--- config.mk ---
export PLATFORM = sky130hd
export DESIGN_NAME = sdcmd_engine
export DESIGN_NICKNAME = d
export VERILOG_FILES = /design/src/rtl/sdcmd_pkg.sv /design/src/rtl/sdcmd_tx.sv /design/src/rtl/sdcmd_rx.sv /design/src/rtl/sdcmd_fsm.sv /design/src/rtl/sdcmd_engine.sv
export SDC_FILE = /design/constraint.sdc
export NUM_CORES = 1
export LEC_CHECK = 0
export BUFFER_PORTS_ARGS = -buffer_cell sky130_fd_sc_hd__buf_2
export CAP_MARGIN = 20
export CORE_ASPECT_RATIO = 0.9
export CORE_UTILIZATION = 28
export DETAILED_ROUTE_END_ITERATION = 8
export HOLD_SLACK_MARGIN = 0.08
export RECOVER_POWER = 50
export REMOVE_ABC_BUFFERS = 1
export SYNTH_ARGS = -nofsm -noshare
export SYNTH_HDL_FRONTEND = slang
export SYNTH_SLANG_ARGS = --single-unit
--- constraint.sdc ---
create_clock -name clk -period 10.1 [get_ports clk]
set_input_delay 0.505 -clock clk [delete_from_list [all_inputs] [get_ports clk]]
set_output_delay 0.505 -clock clk [all_outputs]
set_load 0.05 [all_outputs]
--- src/rtl/sdcmd_pkg.sv ---
package sdcmd_pkg;

    localparam int IDX_W     = 6;
    localparam int ARG_W     = 32;
    localparam int CMD_W     = IDX_W + 3;
    localparam int HDR_W     = 2 + IDX_W + ARG_W;
    localparam int CRC_W     = 7;
    localparam int TX_LEN    = HDR_W + CRC_W + 1;
    localparam int SHORT_LEN = 48;
    localparam int LONG_LEN  = 136;
    localparam int RSP_W     = 128;
    localparam int RSP_WORDS = RSP_W / ARG_W;
    localparam int FLAG_W    = 4;

    localparam int FL_SENT = 0;
    localparam int FL_REND = 1;
    localparam int FL_TMO  = 2;
    localparam int FL_CRC  = 3;

    typedef enum logic [1:0] {
        ST_IDLE,
        ST_SEND,
        ST_WAIT,
        ST_RECV
    } cmd_state_e;

    typedef struct packed {
        logic             go;
        logic             long_rsp;
        logic             want_rsp;
        logic [IDX_W-1:0] idx;
    } cmd_word_t;

    function automatic logic [CRC_W-1:0] crc7_calc(input logic [HDR_W-1:0] bits);
        logic [CRC_W-1:0] c;
        logic             fb;
        c = '0;
        for (int i = HDR_W - 1; i >= 0; i--) begin
            fb = bits[i] ^ c[CRC_W-1];
            c  = {c[CRC_W-2:0], 1'b0};
            if (fb) c = c ^ 7'h09;
        end
        return c;
    endfunction

endpackage

--- src/rtl/sdcmd_tx.sv ---
module sdcmd_tx
    import sdcmd_pkg::*;
(
    input  logic             clk,
    input  logic             rst,
    input  logic             load,
    input  logic [IDX_W-1:0] idx,
    input  logic [ARG_W-1:0] arg,
    input  logic             active,
    output logic             line_bit,
    output logic             last
);
    localparam int CNT_W = $clog2(TX_LEN);

    logic [TX_LEN-1:0] sh;
    logic [CNT_W-1:0]  cnt;
    logic [HDR_W-1:0]  head;

    assign head = {1'b0, 1'b1, idx, arg};

    always_ff @(posedge clk) begin
        if (rst) begin
            sh  <= '1;
            cnt <= '0;
        end else if (load) begin
            sh  <= {head, crc7_calc(head), 1'b1};
            cnt <= CNT_W'(TX_LEN - 1);
        end else if (active) begin
            sh <= {sh[TX_LEN-2:0], 1'b1};
            if (cnt != '0) cnt <= cnt - 1'b1;
        end
    end

    assign line_bit = sh[TX_LEN-1];
    assign last     = (cnt == '0);

    a_r2_start_bit: assert property (@(posedge clk) disable iff (rst)
        load |=> !line_bit);

endmodule

--- src/rtl/sdcmd_rx.sv ---
module sdcmd_rx
    import sdcmd_pkg::*;
(
    input  logic             clk,
    input  logic             rst,
    input  logic             shift,
    input  logic             line_in,
    output logic [RSP_W-1:0] payload,
    output logic             crc_bad
);
    logic [RSP_W-2:0] sh;

    always_ff @(posedge clk) begin
        if (rst)        sh <= '0;
        else if (shift) sh <= {sh[RSP_W-3:0], line_in};
    end

    assign payload = {sh, line_in};
    assign crc_bad = crc7_calc(payload[SHORT_LEN-1 -: HDR_W]) != payload[CRC_W:1];

endmodule

--- src/rtl/sdcmd_fsm.sv ---
module sdcmd_fsm
    import sdcmd_pkg::*;
#(
    parameter int TMO_CYCLES = 64
) (
    input  logic      clk,
    input  logic      rst,
    input  logic      cmd_wr,
    input  cmd_word_t word,
    input  logic      tx_last,
    input  logic      line_in,
    output logic      busy,
    output logic      tx_load,
    output logic      tx_active,
    output logic      rx_shift,
    output logic      rx_done,
    output logic      rsp_long,
    output logic      set_sent,
    output logic      set_tmo
);
    localparam int TMO_W = $clog2(TMO_CYCLES);
    localparam int RXC_W = $clog2(LONG_LEN);
    localparam logic [TMO_W-1:0] TMO_LAST = TMO_W'(TMO_CYCLES - 1);

    cmd_state_e       st;
    logic [TMO_W-1:0] tmo_cnt;
    logic [RXC_W-1:0] rx_cnt;
    logic             want_q;
    logic             long_q;

    always_ff @(posedge clk) begin
        if (rst) begin
            st      <= ST_IDLE;
            tmo_cnt <= '0;
            rx_cnt  <= '0;
            want_q  <= 1'b0;
            long_q  <= 1'b0;
        end else if (cmd_wr) begin
            tmo_cnt <= '0;
            if (word.go) begin
                st     <= ST_SEND;
                want_q <= word.want_rsp;
                long_q <= word.long_rsp;
            end else begin
                st <= ST_IDLE;
            end
        end else begin
            case (st)
                ST_SEND: if (tx_last) begin
                    st      <= want_q ? ST_WAIT : ST_IDLE;
                    tmo_cnt <= '0;
                end
                ST_WAIT: if (!line_in) begin
                    st     <= ST_RECV;
                    rx_cnt <= long_q ? RXC_W'(LONG_LEN - 2) : RXC_W'(SHORT_LEN - 2);
                end else if (tmo_cnt == TMO_LAST) begin
                    st <= ST_IDLE;
                end else begin
                    tmo_cnt <= tmo_cnt + 1'b1;
                end
                ST_RECV: if (rx_cnt == '0) st <= ST_IDLE;
                         else rx_cnt <= rx_cnt - 1'b1;
                default: st <= ST_IDLE;
            endcase
        end
    end

    assign busy      = (st != ST_IDLE);
    assign tx_load   = cmd_wr && word.go;
    assign tx_active = (st == ST_SEND);
    assign rx_shift  = ((st == ST_WAIT) && !line_in) || (st == ST_RECV);
    assign rx_done   = (st == ST_RECV) && (rx_cnt == '0) && !cmd_wr;
    assign set_sent  = (st == ST_SEND) && tx_last && !want_q && !cmd_wr;
    assign set_tmo   = (st == ST_WAIT) && line_in && (tmo_cnt == TMO_LAST) && !cmd_wr;
    assign rsp_long  = long_q;

    a_r9_abort_idle: assert property (@(posedge clk) disable iff (rst)
        (cmd_wr && !word.go) |=> !busy);

    a_r5_timeout_idle: assert property (@(posedge clk) disable iff (rst)
        set_tmo |=> (!busy && !tx_active));

endmodule

--- src/rtl/sdcmd_engine.sv ---
module sdcmd_engine
    import sdcmd_pkg::*;
#(
    parameter int TMO_CYCLES = 64
) (
    input  logic              clk,
    input  logic              rst,
    input  logic              arg_wr,
    input  logic [ARG_W-1:0]  arg_data,
    input  logic              cmd_wr,
    input  logic [CMD_W-1:0]  cmd_data,
    input  logic              clr_wr,
    input  logic [FLAG_W-1:0] clr_mask,
    input  logic              cmd_line_in,
    output logic              cmd_line_out,
    output logic              cmd_line_oe,
    output logic              busy,
    output logic              flag_sent,
    output logic              flag_rsp_end,
    output logic              flag_timeout,
    output logic              flag_crc_fail,
    output logic [ARG_W-1:0]  rsp_word0,
    output logic [ARG_W-1:0]  rsp_word1,
    output logic [ARG_W-1:0]  rsp_word2,
    output logic [ARG_W-1:0]  rsp_word3
);
    cmd_word_t         word;
    logic [ARG_W-1:0]  arg_q;
    logic              tx_load, tx_active, tx_bit, tx_last;
    logic              rx_shift, rx_done, rsp_long, crc_bad;
    logic              set_sent, set_tmo;
    logic [RSP_W-1:0]  payload;
    logic [FLAG_W-1:0] flags_q, flag_set, clr_vec;
    logic [ARG_W-1:0]  rsp_q [RSP_WORDS];

    assign word = cmd_data;

    always_ff @(posedge clk) begin
        if (rst)         arg_q <= '0;
        else if (arg_wr) arg_q <= arg_data;
    end

    sdcmd_fsm #(.TMO_CYCLES(TMO_CYCLES)) u_fsm (
        .clk(clk), .rst(rst), .cmd_wr(cmd_wr), .word(word),
        .tx_last(tx_last), .line_in(cmd_line_in), .busy(busy),
        .tx_load(tx_load), .tx_active(tx_active), .rx_shift(rx_shift),
        .rx_done(rx_done), .rsp_long(rsp_long), .set_sent(set_sent),
        .set_tmo(set_tmo)
    );

    sdcmd_tx u_tx (
        .clk(clk), .rst(rst), .load(tx_load), .idx(word.idx), .arg(arg_q),
        .active(tx_active), .line_bit(tx_bit), .last(tx_last)
    );

    sdcmd_rx u_rx (
        .clk(clk), .rst(rst), .shift(rx_shift), .line_in(cmd_line_in),
        .payload(payload), .crc_bad(crc_bad)
    );

    assign cmd_line_oe  = tx_active;
    assign cmd_line_out = tx_active ? tx_bit : 1'b1;

    always_comb begin
        flag_set          = '0;
        flag_set[FL_SENT] = set_sent;
        flag_set[FL_REND] = rx_done;
        flag_set[FL_TMO]  = set_tmo;
        flag_set[FL_CRC]  = rx_done && !rsp_long && crc_bad;
        clr_vec           = clr_wr ? clr_mask : '0;
    end

    always_ff @(posedge clk) begin
        if (rst) flags_q <= '0;
        else     flags_q <= (flags_q & ~clr_vec) | flag_set;
    end

    assign flag_sent     = flags_q[FL_SENT];
    assign flag_rsp_end  = flags_q[FL_REND];
    assign flag_timeout  = flags_q[FL_TMO];
    assign flag_crc_fail = flags_q[FL_CRC];

    for (genvar k = 0; k < RSP_WORDS; k++) begin : g_rsp
        logic [ARG_W-1:0] short_val;
        if (k == 0) begin : g_first
            assign short_val = payload[SHORT_LEN-IDX_W-3 -: ARG_W];
        end else begin : g_rest
            assign short_val = '0;
        end
        always_ff @(posedge clk) begin
            if (rst)          rsp_q[k] <= '0;
            else if (rx_done) rsp_q[k] <= rsp_long ? payload[RSP_W-1-k*ARG_W -: ARG_W] : short_val;
        end
    end

    assign rsp_word0 = rsp_q[0];
    assign rsp_word1 = rsp_q[1];
    assign rsp_word2 = rsp_q[2];
    assign rsp_word3 = rsp_q[3];

    a_r10_sticky_flags: assert property (@(posedge clk) disable iff (rst)
        !clr_wr |=> ((flags_q & $past(flags_q)) == $past(flags_q)));

    a_r4_sent_released: assert property (@(posedge clk) disable iff (rst)
        $rose(flag_sent) |-> !cmd_line_oe);

    a_r8_long_no_crc: assert property (@(posedge clk) disable iff (rst)
        (rx_done && rsp_long && !flag_crc_fail) |=> !flag_crc_fail);

endmodule

==> report_table.html <==
<table>
<tr><th>Metric</th><th>Value</th></tr>
<tr><th colspan="2">Worst setup path</th></tr>
<tr><td>Element type at the critical path start</td><td>register</td></tr>
<tr><td>Cell at the slowest stage of the critical path</td><td>sky130_fd_sc_hd__clkbuf_1</td></tr>
<tr><td>Worst path arrival time</td><td>5.22 ns</td></tr>
<tr><td>Worst setup EP type</td><td>register</td></tr>
<tr><td>Worst endpoint required time</td><td>10.52 ns</td></tr>
<tr><td>Type of the worst setup path</td><td>reg -&gt; reg</td></tr>
<tr><td>Slowest cell delay on critical path</td><td>2.50 ns</td></tr>
<tr><td>Worst-path fanout max</td><td>53</td></tr>
<tr><td>Dominant delay contributor by cell family on the critical path</td><td>buffers and inverters</td></tr>
<tr><td>Cells along the critical path</td><td>inv_1 &gt; ha_1 &gt; clkbuf_1 &gt; nand2b_1 &gt; nand2_1 &gt; a21oi_1 &gt; nand4_1 &gt; xor2_1 &gt; nor2_1</td></tr>
<tr><td>Buffers plus inverters on the worst setup path</td><td>2</td></tr>
<tr><th colspan="2">Logic synthesis</th></tr>
<tr><td>Total of warnings raised by yosys</td><td>0</td></tr>
<tr><td>Count of cell types in the netlist</td><td>47</td></tr>
<tr><td>Mux share of post-synthesis cell area</td><td>7.268%</td></tr>
<tr><td>Sequential area share after synthesis</td><td>55.23%</td></tr>
<tr><td>Simple logic cell fraction of the synthesized area</td><td>16.61%</td></tr>
<tr><td>Biggest area consumer among synthesized cells</td><td>sky130_fd_sc_hd__dfxtp_1</td></tr>
<tr><td>Post-synth ARST share</td><td>0%</td></tr>
<tr><td>Xor and xnor fraction of the mapped netlist area</td><td>10.56%</td></tr>
<tr><td>Number of enable flip-flop cells after synthesis</td><td>128</td></tr>
<tr><td>Compound-gate portion of the synthesized area</td><td>7.114%</td></tr>
<tr><td>Cells after Synth</td><td>1541</td></tr>
<tr><td>Top post-synthesis cells by area</td><td>sky130_fd_sc_hd__dfxtp_1 30%, sky130_fd_sc_hd__edfxtp_1 25%, sky130_fd_sc_hd__nand2_1 8.8%</td></tr>
<tr><td>Combinational family with the most area after synthesis</td><td>simple AND/OR/NAND/NOR gates</td></tr>
<tr><td>Share of the synthesized area in the top cell type</td><td>30.34%</td></tr>
<tr><td>Syn_area_per_cell</td><td>10.02 sq um</td></tr>
<tr><td>Post-synthesis adder-cell area fraction</td><td>0.5672%</td></tr>
<tr><td>Cell area after synthesis</td><td>15440 sq um</td></tr>
<tr><td>Prevailing post-synth register cell</td><td>sky130_fd_sc_hd__dfxtp_1</td></tr>
<tr><td>Total of flip-flops plus latches after synthesis</td><td>362</td></tr>
<tr><th colspan="2">Floorplanning</th></tr>
<tr><td>Std-Cell Core Area</td><td>54420 sq um</td></tr>
<tr><td>Row Count</td><td>81</td></tr>
<tr><td>Die ar.</td><td>56090 sq um</td></tr>
<tr><td>Chip height</td><td>224.8 um</td></tr>
<tr><td>Initial standard-cell utilization of the core</td><td>28.37%</td></tr>
<tr><td>Die boundary width</td><td>249.5 um</td></tr>
<tr><td>Number of I/O pins</td><td>186</td></tr>
<tr><th colspan="2">CTS</th></tr>
<tr><td>Inserted Clock Buffers</td><td>39</td></tr>
<tr><td>Post-CTS Hold Buffers</td><td>0</td></tr>
<tr><td>Skew-Pair Late Insertion Delay</td><td>0.56 ns</td></tr>
<tr><td>TritonCTS clock tree</td><td>done</td></tr>
<tr><td>Number of cells upsized or downsized after cts</td><td>0</td></tr>
<tr><td>Maximum clock path buffer count</td><td>3</td></tr>
<tr><td>TritonCTS sink count</td><td>362</td></tr>
<tr><td>Clock Pin Slew Worst Setup and Hold Paths</td><td>0.06 ns</td></tr>
<tr><td>CTS H-Tree Depth</td><td>2</td></tr>
<tr><td>Buffers inserted by post-CTS timing repair</td><td>0</td></tr>
<tr><td>Root buf cell</td><td>sky130_fd_sc_hd__clkbuf_16</td></tr>
<tr><th colspan="2">Placed design</th></tr>
<tr><td>Weighted congestion at the end of routability-driven global placement</td><td>0.7990</td></tr>
<tr><td>DP HPWL</td><td>24100 um</td></tr>
<tr><td>Number of buffer cells added on primary ports</td><td>185</td></tr>
<tr><th colspan="2">Cells and area</th></tr>
<tr><td>Fraction of layout instances using a drive strength above 1</td><td>8.163%</td></tr>
<tr><td>Total Nets Final</td><td>1742</td></tr>
<tr><td>Filler cell count</td><td>5524</td></tr>
<tr><td>Most common library cell in the layout ignoring fill and taps</td><td>sky130_fd_sc_hd__nand2_1</td></tr>
<tr><td>Finished Core Util</td><td>33.38%</td></tr>
<tr><td>Inserted Diodes</td><td>0</td></tr>
<tr><td>Highest-count cells in the layout ignoring fill and taps</td><td>359 x sky130_fd_sc_hd__nand2_1, 233 x sky130_fd_sc_hd__dfxtp_1, 147 x sky130_fd_sc_hd__a21oi_1</td></tr>
<tr><td>Area growth from synthesis to layout</td><td>17.66%</td></tr>
<tr><th colspan="2">Routing</th></tr>
<tr><td>Post-route DRC violation count</td><td>0</td></tr>
<tr><td>Antenna-violating nets left</td><td>0</td></tr>
<tr><td>Total routed wirelength</td><td>36190 um</td></tr>
<tr><td>Post-DR wirelength/cell</td><td>14.95 um</td></tr>
<tr><td>Via density per instance</td><td>4.440</td></tr>
<tr><td>DR iter-0 viols</td><td>603</td></tr>
<tr><td>First drt pass iteration count</td><td>5</td></tr>
<tr><td>Via count of the routed design</td><td>10750</td></tr>
<tr><th colspan="2">Timing</th></tr>
<tr><td>Maximum clock rate</td><td>0.2083 GHz</td></tr>
<tr><td>Tmin final</td><td>4.801 ns</td></tr>
<tr><td>RSZ-0062 raised after global routing</td><td>false</td></tr>
<tr><td>Slew margin rel.</td><td>-137.9%</td></tr>
<tr><td>Worst Tran Pin Value</td><td>3.569 ns</td></tr>
<tr><td>Period Utilization, post-route</td><td>47.54%</td></tr>
<tr><td>Number of endpoints failing setup at the final stage</td><td>0</td></tr>
<tr><td>Worst setup skew after layout</td><td>0.01836 ns</td></tr>
<tr><td>Final Slew Violations</td><td>281</td></tr>
<tr><td>Hold_ws</td><td>0.1949 ns</td></tr>
<tr><td>Hold Vio Cnt, Final</td><td>0</td></tr>
<tr><td>Total Neg Setup Slack</td><td>0 ns</td></tr>
<tr><th colspan="2">Global route</th></tr>
<tr><td>First-pass GRT wire length</td><td>57210 um</td></tr>
<tr><td>Total global routing overflow</td><td>0</td></tr>
<tr><td>Initial antenna violation count</td><td>3</td></tr>
<tr><td>Global-route total usage across every layer</td><td>12.75%</td></tr>
<tr><td>Maximum number of pins on one net before global-route repair</td><td>92</td></tr>
<tr><td>Vias in the first global route</td><td>10210</td></tr>
<tr><th colspan="2">Min path</th></tr>
<tr><td>Worst hold-check path type</td><td>in -&gt; reg</td></tr>
<tr><th colspan="2">Power</th></tr>
<tr><td>Max IR drop VDD</td><td>119.1 uV</td></tr>
<tr><td>Power density normalized to cell area</td><td>193.2 nW/um^2</td></tr>
<tr><td>Pleak</td><td>0.006390 uW</td></tr>
<tr><th colspan="2">Run</th></tr>
<tr><td>Max-cap violation count</td><td>5</td></tr>
<tr><th colspan="2">Run status</th></tr>
<tr><td>Violations in the final reports</td><td>max-capacitance violations, max-slew violations</td></tr>
<tr><td>Status</td><td>finished with violations</td></tr>
</table>
-- layer usage --
metal	up-vias	GRT usage, %	wire length (um)
met1	5030	17.52	17340
met2	253	19.63	15730
met5	-	0	14
li1	5407	-	-
met4	2	3.146	616
met3	53	3.634	2485
-- area by class of cell --
class | instances | area (sq um) | share of cell area, %
clock buffers | 53 | 1121 | 6.170
inverters | 12 | 45.04 | 0.2479
repair buffers | 198 | 845.8 | 4.655
clock inverters | 19 | 212.7 | 1.171
flip-flops and latches | 362 | 8529 | 46.95
multi-input cells | 1071 | 6533 | 35.95
well taps | 705 | 882.1 | 4.855
-- synthesized netlist by cell type, types with 5 or more instances --
cell type and number:
sky130_fd_sc_hd__ha_1 7, sky130_fd_sc_hd__xnor3_1 15, sky130_fd_sc_hd__and3_1 5, sky130_fd_sc_hd__a21oi_1 147
sky130_fd_sc_hd__mux2i_1 111, sky130_fd_sc_hd__clkbuf_1 86, sky130_fd_sc_hd__nor3_1 11, sky130_fd_sc_hd__inv_1 12
sky130_fd_sc_hd__xor2_1 28, sky130_fd_sc_hd__buf_1 9, sky130_fd_sc_hd__nand2_1 360, sky130_fd_sc_hd__xnor2_1 90
sky130_fd_sc_hd__o21ai_0 44, sky130_fd_sc_hd__and2_1 95, sky130_fd_sc_hd__edfxtp_1 128, sky130_fd_sc_hd__xnor2_2 6
sky130_fd_sc_hd__nand2b_1 8, sky130_fd_sc_hd__nor2_1 97, sky130_fd_sc_hd__nand3_1 6, sky130_fd_sc_hd__dfxtp_1 234
-- kinds of logic (layout without fill, tap and decap cells) --
kind of cell	count (synthesis)	in the layout
AO/OA/AOI/OAI	211	211
buffers and inverters	108	282
AND/OR/NAND/NOR	595	595
adder cells (fa/ha/maj)	7	7
flip-flops	362	362
XOR/XNOR	146	146
multiplexers	112	112
-- registers in the layout, indices dropped and copies added, names as in the netlist --
| name | cells |
|---|---|
| rsp_q | 128 |
| u_rx.sh | 127 |
| u_tx.sh | 47 |
| arg_q | 32 |
| u_fsm.rx_cnt | 8 |
| u_fsm.tmo_cnt | 6 |
| u_tx.cnt | 6 |
| flags_q | 4 |
| u_fsm.st | 2 |
| u_fsm.rsp_long | 1 |
| u_fsm.want_q | 1 |
-- worst min-delay path, stage by stage --
cell and delay [ns]:
sky130_fd_sc_hd__buf_2 0.07, sky130_fd_sc_hd__mux2i_1 0.05, sky130_fd_sc_hd__nor2_1 0.07
-- stage by stage --
stage,setup slack [ns],total power [uW],std cells,instance area [sq um]
2_1_floorplan,-0.7706,1977,1445,15080
6_report,5.299,3510,2420,18170
5_1_grt,4.755,3658,2420,18170
3_5_place_dp,6.584,2074,2348,17030
3_3_place_gp,6.779,2065,2348,17030
4_1_cts,6.580,3570,2420,18360
-- where the power goes --
group / internal (uW) / leakage [uW] / switching, uW / total, uW
clock network: 867 / 0.000653 / 609 / 1480
registers: 1560 / 0.00321 / 29.9 / 1590
logic: 184 / 0.00253 / 265 / 449
-- final timing paths --
check / end / cells after the start / startpoint / slack, ns
max reg2reg: u_fsm.tmo_cnt[5] / 9 / u_fsm.st[1] / 5.30
min: arg_q[10] / 3 / arg_data[10] / 0.19
max: u_fsm.tmo_cnt[5] / 9 / u_fsm.st[1] / 5.30
min reg2reg: u_rx.sh[126] / 2 / u_rx.sh[126] / 0.46
No activity file was read; power rests on OpenSTA's default activity.
